--- src/rtl/poll_arb_pkg.sv ---
package poll_arb_pkg;
  // Next poll position, wrapping at the number of masters.
  function automatic int unsigned wrap_inc(int unsigned cur, int unsigned n);
    return (cur + 1 >= n) ? 0 : cur + 1;
  endfunction
endpackage

--- src/rtl/poll_sequencer.sv ---
module poll_sequencer #(
  parameter int N_MASTERS = 5,
  parameter int ADDR_W    = 3
) (
  input  logic              clk,
  input  logic              rst,
  input  logic              freeze,
  output logic [ADDR_W-1:0] poll_addr
);
  import poll_arb_pkg::*;

  localparam logic [ADDR_W-1:0] LAST = ADDR_W'(N_MASTERS - 1);

  logic [ADDR_W-1:0] addr_q;

  always_ff @(posedge clk) begin
    if (rst)
      addr_q <= '0;
    else if (!freeze)
      addr_q <= (addr_q == LAST) ? '0 : addr_q + ADDR_W'(1);
  end

  assign poll_addr = addr_q;
endmodule

--- src/rtl/poll_master_port.sv ---
module poll_master_port #(
  parameter int ADDR_W = 3,
  parameter int ID     = 0
) (
  input  logic              clk,
  input  logic              rst,
  input  logic              req,
  input  logic [ADDR_W-1:0] poll_addr,
  input  logic              busy,
  output logic              own,
  output logic              own_next
);
  localparam logic [ADDR_W-1:0] MY_ADDR = ADDR_W'(ID);

  logic addr_hit;

  assign addr_hit = (poll_addr == MY_ADDR);

  // Claim on an idle bus when addressed; keep ownership while requesting.
  always_comb begin
    if (own)
      own_next = req;
    else
      own_next = req && addr_hit && !busy;
  end

  always_ff @(posedge clk) begin
    if (rst) own <= 1'b0;
    else     own <= own_next;
  end
endmodule

--- src/rtl/owner_encoder.sv ---
module owner_encoder #(
  parameter int N_MASTERS = 5,
  parameter int ADDR_W    = 3
) (
  input  logic [N_MASTERS-1:0] flags,
  output logic [ADDR_W-1:0]    idx
);
  always_comb begin
    idx = '0;
    for (int k = 0; k < N_MASTERS; k++)
      if (flags[k]) idx = idx | ADDR_W'(k);
  end
endmodule

--- src/rtl/poll_arbiter.sv ---
module poll_arbiter #(
  parameter int N_MASTERS = 5,
  parameter int ADDR_W    = (N_MASTERS > 1) ? $clog2(N_MASTERS) : 1
) (
  input  logic                 clk,
  input  logic                 rst,
  input  logic [N_MASTERS-1:0] req,
  output logic [ADDR_W-1:0]    poll_addr,
  output logic                 busy,
  output logic [N_MASTERS-1:0] owner_onehot,
  output logic [ADDR_W-1:0]    owner_idx
);
  logic [N_MASTERS-1:0] own_q;
  logic [N_MASTERS-1:0] own_d;
  logic                 hold_poll;

  assign busy      = |own_q;
  assign hold_poll = |own_d;

  poll_sequencer #(.N_MASTERS(N_MASTERS), .ADDR_W(ADDR_W)) u_seq (
    .clk       (clk),
    .rst       (rst),
    .freeze    (hold_poll),
    .poll_addr (poll_addr)
  );

  for (genvar g = 0; g < N_MASTERS; g++) begin : g_port
    poll_master_port #(.ADDR_W(ADDR_W), .ID(g)) u_port (
      .clk       (clk),
      .rst       (rst),
      .req       (req[g]),
      .poll_addr (poll_addr),
      .busy      (busy),
      .own       (own_q[g]),
      .own_next  (own_d[g])
    );
  end

  owner_encoder #(.N_MASTERS(N_MASTERS), .ADDR_W(ADDR_W)) u_enc (
    .flags (own_q),
    .idx   (owner_idx)
  );

  assign owner_onehot = own_q;
endmodule

--- config.mk ---
export PLATFORM = sky130hd
export DESIGN_NAME = poll_arbiter
export DESIGN_NICKNAME = d
export VERILOG_FILES = /design/src/rtl/poll_arb_pkg.sv /design/src/rtl/poll_sequencer.sv /design/src/rtl/poll_master_port.sv /design/src/rtl/owner_encoder.sv /design/src/rtl/poll_arbiter.sv
export SDC_FILE = /design/constraint.sdc
export NUM_CORES = 1
export LEC_CHECK = 0
export BUFFER_PORTS_ARGS = -buffer_cell sky130_fd_sc_hd__buf_2
export CORE_AREA = 4 4 41 43
export CTS_CLUSTER_SIZE = 16
export DETAILED_ROUTE_END_ITERATION = 10
export DIE_AREA = 0 0 45 47
export PLACE_DENSITY = 0.66
export SYNTH_ARGS = -nofsm -noshare
export SYNTH_HDL_FRONTEND = slang
export SYNTH_SLANG_ARGS = --single-unit
--- constraint.sdc ---
create_clock -name clk -period 2.1 [get_ports clk]
set_clock_uncertainty 0.1 [all_clocks]
set_input_delay 0.21 -clock clk [delete_from_list [all_inputs] [get_ports clk]]
set_output_delay 0.21 -clock clk [all_outputs]
set_load 0.01 [all_outputs]
==> reports/metrics.cfg, run 1 <==
[clocking]
cts_buffers = 3
clock_latency_ns = 0.25
cts_hold_buf = 0
htreeDepth = 1
clockRootBuffer = clkbuf_4
cts_buffer_depth = 2
clkSinkCount = 8
clkTransAtPathRegs_ns = 0.06
post-cts-setup-buffers = 0
cts_resized = 0
cts_tree = yes

[placed_design]
port_buffers = 18
hpwl_um = 874.6
globalplace.congestion = 0.7419
place_area_um2 = 590.6

[floorplanning]
pin_count = 19
rows = 13
fp.coreArea_mm2 = 0.001301
start_util_pct = 40.19
chipWidth_um = 45
dieArea_mm2 = 0.002115
fp.dieH_um = 47

[timing]
relSlewSlack_pct = 79.94
hold_viol = 0
fin_crit_ns = 1.827
worst_pin_slew_ns = 0.3009
fin_setup_tns_ns = 0
finalSetupViolCount = 0
period_share_pct = 86.99
fmax_mhz = 547.4
rsz0062_at_grt = no
final_max_slew_viol_count = 0

[logic_synthesis]
synth_top_area_share_pct = 30.62
synth_top_cell_by_area = dfxtp_1
ys_seq_area_share_pct = 30.62
synth_common_cells = dfxtp_1 (8), buf_4 (6), ha_1 (5), inv_1 (5), nor2_1 (5)
synth_most_common_cell = dfxtp_1
syn_nets = 71
synth_area_leaders = dfxtp_1 (31%), ha_1 (12%), buf_4 (8.6%)
synth_ff_type = dfxtp_1
avgSynthCellArea_um2 = 8.864
ys_warn_count = 0
synth_edf_count = 0
async_flop_share_pct = 0
synthCells = 59
ys_seq_elements = 8
post_synth_num_cell_types = 22
syn_area_um2 = 523.0

[routing]
via_count = 483
routed_via_density = 5.427
drtPass1Iterations = 3
routed.top_layer = met4
wl_met2_um = 480
wl_per_cell_um = 12.07
wl_mm = 1.074
drtIter0Drc = 5
ant_nets = 0
drc = 0
wl_met1_um = 483
detailroute.wirelength.met3_um = 85

[worst_setup_path]
cp-start-kind = flip-flop
cp-end-kind = flip-flop
cp.arrival_ns = 1.90
path_class = reg2reg
worstPathMaxFanout = 6
cp.required_ns = 2.18

[global_route]
grt_pass1_wl_mm = 1.704
overflow = 0
antenna_found_initial = 0
grt_pass1_vias = 429
track_usage_pct = 11.26
grt_max_degree = 11

[layout]
drive_gt1_share_pct = 33.78
antenna_cells = 0
seq_area_um2 = 160.2
fillers = 154
area_growth_pct = 17.22
multi_input_area_um2 = 295.3
fin_nets = 88
finalInstanceArea_um2 = 613.1

[status]
outcome = finished clean

[hold_path]
hp-class = in2reg

[power_and_ir_drop]
power.density_mw_per_mm2 = 1094
vdd_drop_max_uv = 495.6
leakagePower_nw = 0.3123

[job]
drv_cap = 0

-- layer usage --
metal  vias to the layer above  global-route usage (%)
met2                        16                   18.08
met5                         -                       0
li1                        240                       -
met1                       222                   13.79
met3                         5                   2.299
met4                         0                   7.018
-- power by group --
| group | switching, mW | total (mW) | internal (mW) |
|---|---|---|---|
| Sequential | 0.0374 | 0.218 | 0.181 |
| Combinational | 0.170 | 0.335 | 0.165 |
| Clock | 0.0513 | 0.117 | 0.0653 |
-- cell type report --
| class | count | share of cell area, % |
|---|---|---|
| repair buffers | 19 | 15.92 |
| inverters | 5 | 3.061 |
| flip-flops and latches | 8 | 26.12 |
| multi-input cells | 39 | 48.16 |
| well taps | 15 | 3.061 |
| clock buffers | 3 | 3.673 |
-- state kept, by name, indices dropped and copies added (netlist names) --
| name | count |
|---|---|
| g_port.u_port.own | 5 |
| u_seq.poll_addr | 3 |
-- worst paths after layout --
kind	from	end	slack, ns	depth (start not counted)
max	g_port[1].u_port.own	u_seq.poll_addr[2]	0.27	4
min	req[3]	g_port[3].u_port.own	0.14	3
max reg2reg	g_port[1].u_port.own	u_seq.poll_addr[2]	0.27	4
min reg2reg	u_seq.poll_addr[1]	u_seq.poll_addr[1]	0.43	2
-- placed cells by master, fill, tap and decap left out, types with 3 or more instances in the layout --
cell type  instances
clkbuf_4           3
dfxtp_1            8
inv_1              5
buf_2             18
ha_1               5
a21oi_1            3
nor2_1             5
mux2i_1            3
nor3_1             3
nand2b_1           4
-- through the flow --
stage	util [%]	hold slack [ns]	total power, mW	setup WS, ns	instances
2_1_floorplan	-	0.2716	0.4683	0.3632	59
3_3_place_gp	45.38	0.3926	0.5522	0.2646	86
3_5_place_dp	45.38	0.3975	0.5601	0.2885	86
4_1_cts	47.12	0.1381	0.6756	0.2713	89
5_1_grt	47.12	0.1326	0.7274	0.1894	89
6_report	47.12	0.1353	0.6705	0.2732	89
-- worst max-delay path: stages (launching register included) --
cell and delay [ns]:
dfxtp_1 0.35, or4_4 0.54, o41a_1 0.39, o2111ai_2 0.15, mux2i_1 0.22
-- logic make-up after synthesis --
kind of cell | after synthesis | synth area share (%)
adders and majority gates | 5 | 11.96
muxes | 3 | 5.742
buffers and inverters | 12 | 12.92
and+or+nand+nor | 20 | 21.77
DFF | 8 | 30.62
AOI/OAI and AO/OA | 11 | 16.98
Power figures use the tool's default switching activity.
==> run 2: changes to the inputs <==
Settings changed: ABC_AREA set to 1, CORE_AREA 4 4 41 43 to not set, CORE_MARGIN set to 4, CORE_UTILIZATION set to 45, DIE_AREA 0 0 45 47 to not set, PLACE_DENSITY 0.66 to 0.72.
==> run 2 against run 1 <==
  * Synthesized area is 14% higher
  * Critical path type unchanged
  * Global-route usage is 2.9 points higher
  * Routed wire length increased by 17%
  * Sequential power increased by 6%
  * Critical endpoint is now u_seq.poll_addr[1]
  * Largest cell class unchanged
  * Via count up 10%
  * Clock-buffer cell count did not move
  * Cell area rose by 11%
  * Critical path depth rose by 8
==> reports/metrics.cfg, run 2 <==
[status]
outcome = finished clean

[clocking]
post-cts-setup-buffers = 0
clkTransAtPathRegs_ns = 0.06
cts_tree = yes
clockRootBuffer = clkbuf_4
cts_buffer_depth = 2
cts_resized = 0
clock_latency_ns = 0.25
cts_hold_buf = 0
clkSinkCount = 8
cts_buffers = 3
htreeDepth = 1

[placed_design]
hpwl_mm = 1.038
port_buffers = 18
place_area_um2 = 656.9
dp_cells = 109
globalplace.congestion = 0.8281

[floorplanning]
fp.dieH_um = 44.34
chipWidth_um = 44.34
rows = 12
fp.coreArea_mm2 = 0.001171
start_util_pct = 50.75
pin_count = 19
dieArea_mm2 = 0.001966

[layout]
area_growth_pct = 14.32
drive_gt1_share_pct = 37.76
finalInstanceArea_um2 = 679.4
antenna_cells = 0
largest_reg_flops = 5
final_cells = 112
fin_nets = 112
layout_common_cells = nand2_1 (18), buf_2 (18), nor2_1 (12), inv_1 (10), dfxtp_1 (8)
regMostFlops = g_port.u_port.own

[routing]
drtPass1Iterations = 4
wl_mm = 1.260
ant_nets = 0
wl_per_cell_um = 11.25
drtIter0Drc = 16
via_count = 532
routed_via_density = 4.750
drc = 0

[worst_setup_path]
worstPathMaxFanout = 5
r2r_cells = 12
cp.required_ns = 2.14
critPathLaunch = u_seq.poll_addr[0]
r2r_start = u_seq.poll_addr[0]
rrSetupSlack_ns = 0.40
cp.arrival_ns = 1.74
cp-start-kind = flip-flop
cp-end-kind = flip-flop
path_class = reg2reg
r2r-end = u_seq.poll_addr[1]

[power_and_ir_drop]
leakagePower_nw = 0.4062
p_int_mw = 0.4345
p_clk_share_pct = 14.6
vdd_drop_max_uv = 679.8
p_sw_share_pct = 46.39
power_frac_comb_pct = 56.9
p_seq_share_pct = 28.6
power.density_mw_per_mm2 = 1193
power_switching_mw = 0.3760

[logic_synthesis]
synth_common_cells = nand2_1 (18), nor2_1 (12), inv_1 (10)
post_synth_num_cell_types = 18
avgSynthCellArea_um2 = 7.160
ys_warn_count = 0
synth_top_cell_by_area = dfxtp_1
ys_seq_area_share_pct = 26.95
synth_area_leaders = dfxtp_1 (27%), nand2_1 (11%), ha_1 (11%)
synth_edf_count = 0
synth_ff_type = dfxtp_1
syn_area_um2 = 594.3
synth_top_area_share_pct = 26.95
syn_nets = 95
synth_most_common_cell = nand2_1
synthCells = 83
ys_seq_elements = 8
async_flop_share_pct = 0

[timing]
relSlewSlack_pct = 86.45
final_max_slew_viol_count = 0
rsz0062_at_grt = no
fin_setup_tns_ns = 0
hold_viol = 0
finalSetupViolCount = 0
fmax_mhz = 589.5
fin_crit_ns = 1.696
period_share_pct = 80.78
worst_pin_slew_ns = 0.2030

[hold_path]
min_to = g_port[1].u_port.own
hp-class = in2reg
worstHoldPathCells = 2
hp-start = rst

[global_route]
grt_max_degree = 7
overflow = 0
grt_pass1_wl_mm = 2.042
track_usage_pct = 14.19
grt_pass1_vias = 486
antenna_found_initial = 0

[job]
drv_cap = 0

-- run 2: metal layers --
metal | vias to the layer above | global-route usage (%) | wire [um]
met5 | - | 0 | 0
met4 | 0 | 3.614 | 14
met3 | 5 | 6.098 | 86
met2 | 18 | 23.84 | 648
met1 | 228 | 16.43 | 511
li1 | 281 | - | -
-- run 2: worst max-delay path by stage --
stage                                    end  slack, ns  cells past startpoint
after global placement    u_seq.poll_addr[1]       0.45                     12
after global routing      u_seq.poll_addr[1]       0.17                     12
after floorplan           u_seq.poll_addr[0]       0.55                     10
after detailed placement  u_seq.poll_addr[1]       0.42                     12
final                     u_seq.poll_addr[1]       0.40                     12
after CTS                 u_seq.poll_addr[1]       0.40                     12
-- run 2: layout make-up --
cell class	instances	area, um^2
Timing Repair Buffer	18	90.09
Sequential cell	8	160.2
Tap cell	14	17.52
Inverter	13	48.80
Fill cell	120	491.7
Multi-Input combinational cell	56	340.3
Clock buffer	3	22.52
-- run 2: worst max-delay path, cell delays in order, from the launching register on --
cell and delay [ns]:
dfxtp_1 0.42, inv_1 0.11, ha_1 0.22, nand2_1 0.08, inv_1 0.08, nand3_1 0.07, nand2_1 0.05, nand2_1 0.07
nand2_1 0.06, nor2_1 0.14, nand3_1 0.09, nand2_1 0.07, nor2_1 0.03
-- run 2: metrics by stage --
stage	power [mW]	setup WS (ns)	utilization [%]	hold WS, ns
after floorplan	0.5957	0.5522	-	0.1812
after global placement	0.6924	0.4548	56.09	0.3622
after detailed placement	0.6975	0.4214	56.09	0.3628
after CTS	0.8214	0.3958	58.01	0.08597
after global routing	0.8899	0.1672	58.01	0.08944
final	0.8105	0.4036	58.01	0.08859
-- run 2: logic make-up (layout without fill, tap and decap cells) --
kind of cell,after synthesis,count (layout),synth area share [%]
flops,8,8,26.95
fa+ha+maj,5,5,10.53
simple gates,46,46,38.95
buf+inv,19,34,15.79
compound gates,5,5,7.790
-- run 2: power groups by stage --
| stage | Combinational, mW | Sequential [mW] | Clock [mW] |
|---|---|---|---|
| 6_report | 0.461 | 0.232 | 0.118 |
| 2_1_floorplan | 0.360 | 0.236 | 0 |
| 5_1_grt | 0.518 | 0.237 | 0.135 |
| 3_5_place_dp | 0.464 | 0.234 | 0 |
| 3_3_place_gp | 0.459 | 0.233 | 0 |
| 4_1_cts | 0.467 | 0.232 | 0.122 |
==> run 3: changes to the inputs <==
Settings changed: CORE_UTILIZATION 45 to 43.
Clock period 2.1 ns to 1.51 ns, I/O delays scaled along.
==> run 3 against run 2 <==
  * The flow now finishes with violations (negative setup slack)
  * Register-to-register slack got worse by 0.45 ns
  * Sequential power increased by 47%
  * Worst hold slack got worse by 0.045 ns
  * Core utilization increased by 10 points
  * Final cell count increased by 8.9%
  * Critical endpoint is now u_seq.poll_addr[2]
  * Flip-flop and latch count unchanged
  * Via count increased by 13%
  * Total power increased by 88%
  * Critical path type unchanged
==> reports/metrics.cfg, run 3 (same netlist as run 2, synthesis figures left out) <==
[placed_design]
hpwl_mm = 1.046
dp_cells = 116
globalplace.congestion = 0.7944
port_buffers = 18

[worst_setup_path]
path_class = reg2reg
crit_path_top_delay_cell = dfxtp_4
worst-path-buf-inv = 3
worstPathMaxFanout = 4
crit_chain = buf_4, buf_4, ha_4, nand3_4, o21ai_4, inv_2, nand3_4, nand2_1, nand2_1, nor2_2
crit_family = simple AND/OR/NAND/NOR gates
cp.required_ns = 1.56
cp.arrival_ns = 1.60
cp-end-kind = flip-flop
max_stage_delay_ns = 0.36
cp-start-kind = flip-flop

[global_route]
grt_max_degree = 7
antenna_found_initial = 0
grt_pass1_wl_mm = 2.111
grt_pass1_vias = 521
track_usage_pct = 14.25
overflow = 0

[power_and_ir_drop]
p_clk_share_pct = 10.6
p_int_mw = 0.8092
p_sw_share_pct = 46.95
p_seq_share_pct = 22.3
power.density_mw_per_mm2 = 1722
power_frac_comb_pct = 67.1
power_switching_mw = 0.7163
vdd_drop_max_uv = 938.0
leakagePower_nw = 0.4610

[floorplanning]
start_util_pct = 45.67
rows = 13
fp.dieH_um = 45.18
fp.coreArea_mm2 = 0.001301
dieArea_mm2 = 0.002041
pin_count = 19
chipWidth_um = 45.18

[job]
drv_cap = 0

[hold_path]
hp-class = in2reg

[routing]
drtPass1Iterations = 4
wl_mm = 1.590
drc = 0
wl_per_cell_um = 13.03
ant_nets = 0
drtIter0Drc = 7
routed_via_density = 4.918
via_count = 600

[layout]
regMostFlops = g_port.u_port.own
final_cells = 122
largest_reg_flops = 5
drive_gt1_share_pct = 66.36
fin_nets = 121
antenna_cells = 0
final_common_cell = buf_2
area_growth_pct = 49.05
layout_common_cells = buf_2 (18), nand2_1 (12), buf_4 (9), nor2_1 (8)

[timing]
rsz0062_at_grt = yes
period_share_pct = 102.8
finalSetupViolCount = 2
setup_ws_ns = -0.04260
final_max_slew_viol_count = 0
relSlewSlack_pct = 87.24
fin_crit_ns = 1.553
whs_ns = 0.04321
worst_pin_slew_ns = 0.1912
hold_viol = 0
fmax_mhz = 644.1

[clocking]
cts_buffers = 3
cts_tree = yes
clockRootBuffer = clkbuf_4
htreeDepth = 1
clkSinkCount = 8
cts_hold_buf = 0
clock_latency_ns = 0.25
cts_buffer_depth = 2
clkTransAtPathRegs_ns = 0.05

[status]
violations = negative setup slack
outcome = finished, violations left

==> run 3: changes by cell type in the layout (fill, tap and decap cells not counted), sizes merged <==
cell	previous run	this run
buf	18	27
==> run 3: layer usage <==
layer / wire (um) / global-route usage [%] / vias to the layer above
li1: - / - / 299
met1: 567 / 15.59 / 269
met2: 870 / 25.71 / 26
met3: 112 / 6.375 / 6
met4: 39 / 1.754 / 0
met5: 0 / 0 / -
==> run 3: worst paths after layout <==
path | start | end | slack (ns) | depth (start not counted)
worst min register to register | g_port[0].u_port.own | g_port[0].u_port.own | 0.55 | 4
worst max register to register | u_seq.poll_addr[1] | u_seq.poll_addr[2] | -0.04 | 10
worst min-delay path | rst | g_port[4].u_port.own | 0.04 | 2
worst max-delay path | u_seq.poll_addr[1] | u_seq.poll_addr[2] | -0.04 | 10
==> run 3: per-stage QoR <==
step / instance area, um^2 / total power [mW] / utilization, % / worst slack [ns] / setup TNS (ns)
CTS: 790.8 / 1.339 / 60.77 / -0.02183 / -0.02183
detailed placement: 705.7 / 1.056 / 54.23 / -0.06760 / -0.1590
finish: 885.9 / 1.526 / 68.08 / -0.04260 / -0.05176
floorplan: 596.8 / 0.8334 / - / 0.005192 / 0
global placement: 705.7 / 1.038 / 54.23 / -0.03964 / -0.06735
global route: 885.9 / 1.638 / 68.08 / -0.09423 / -0.2131
==> run 3: worst register-to-register path: cells and delay by family (launching register included) <==
| family | cells | cell delay, ns |
|---|---|---|
| DFF | 1 | 0.36 |
| buffers and inverters | 3 | 0.31 |
| and+or+nand+nor | 5 | 0.37 |
| adders and majority gates | 1 | 0.13 |
| AOI/OAI and AO/OA | 1 | 0.18 |
==> run 3: cell type report <==
class / count / area, um^2
Clock buffer: 3 / 22.52
Timing Repair Buffer: 27 / 157.7
Tap cell: 15 / 18.77
Fill cell: 106 / 415.4
Sequential cell: 8 / 168.9
Inverter: 13 / 48.80
Multi-Input combinational cell: 56 / 469.2
==> run 3: power by group through the flow <==
stage	logic (mW)	registers, mW	clock network [mW]
floorplan	0.500	0.333	0
global placement	0.720	0.319	0
detailed placement	0.736	0.321	0
CTS	0.845	0.325	0.169
global route	1.12	0.346	0.177
finish	1.02	0.340	0.162
==> run 3: what timing repair did <==
item                       in CTS  in global routing
gates cloned                    0                  0
hold endpoints to repair        0                  0
resized for setup              14                 20
setup buffers                   1                  2
setup endpoints to repair       3                  3
pin swaps                       8                 18
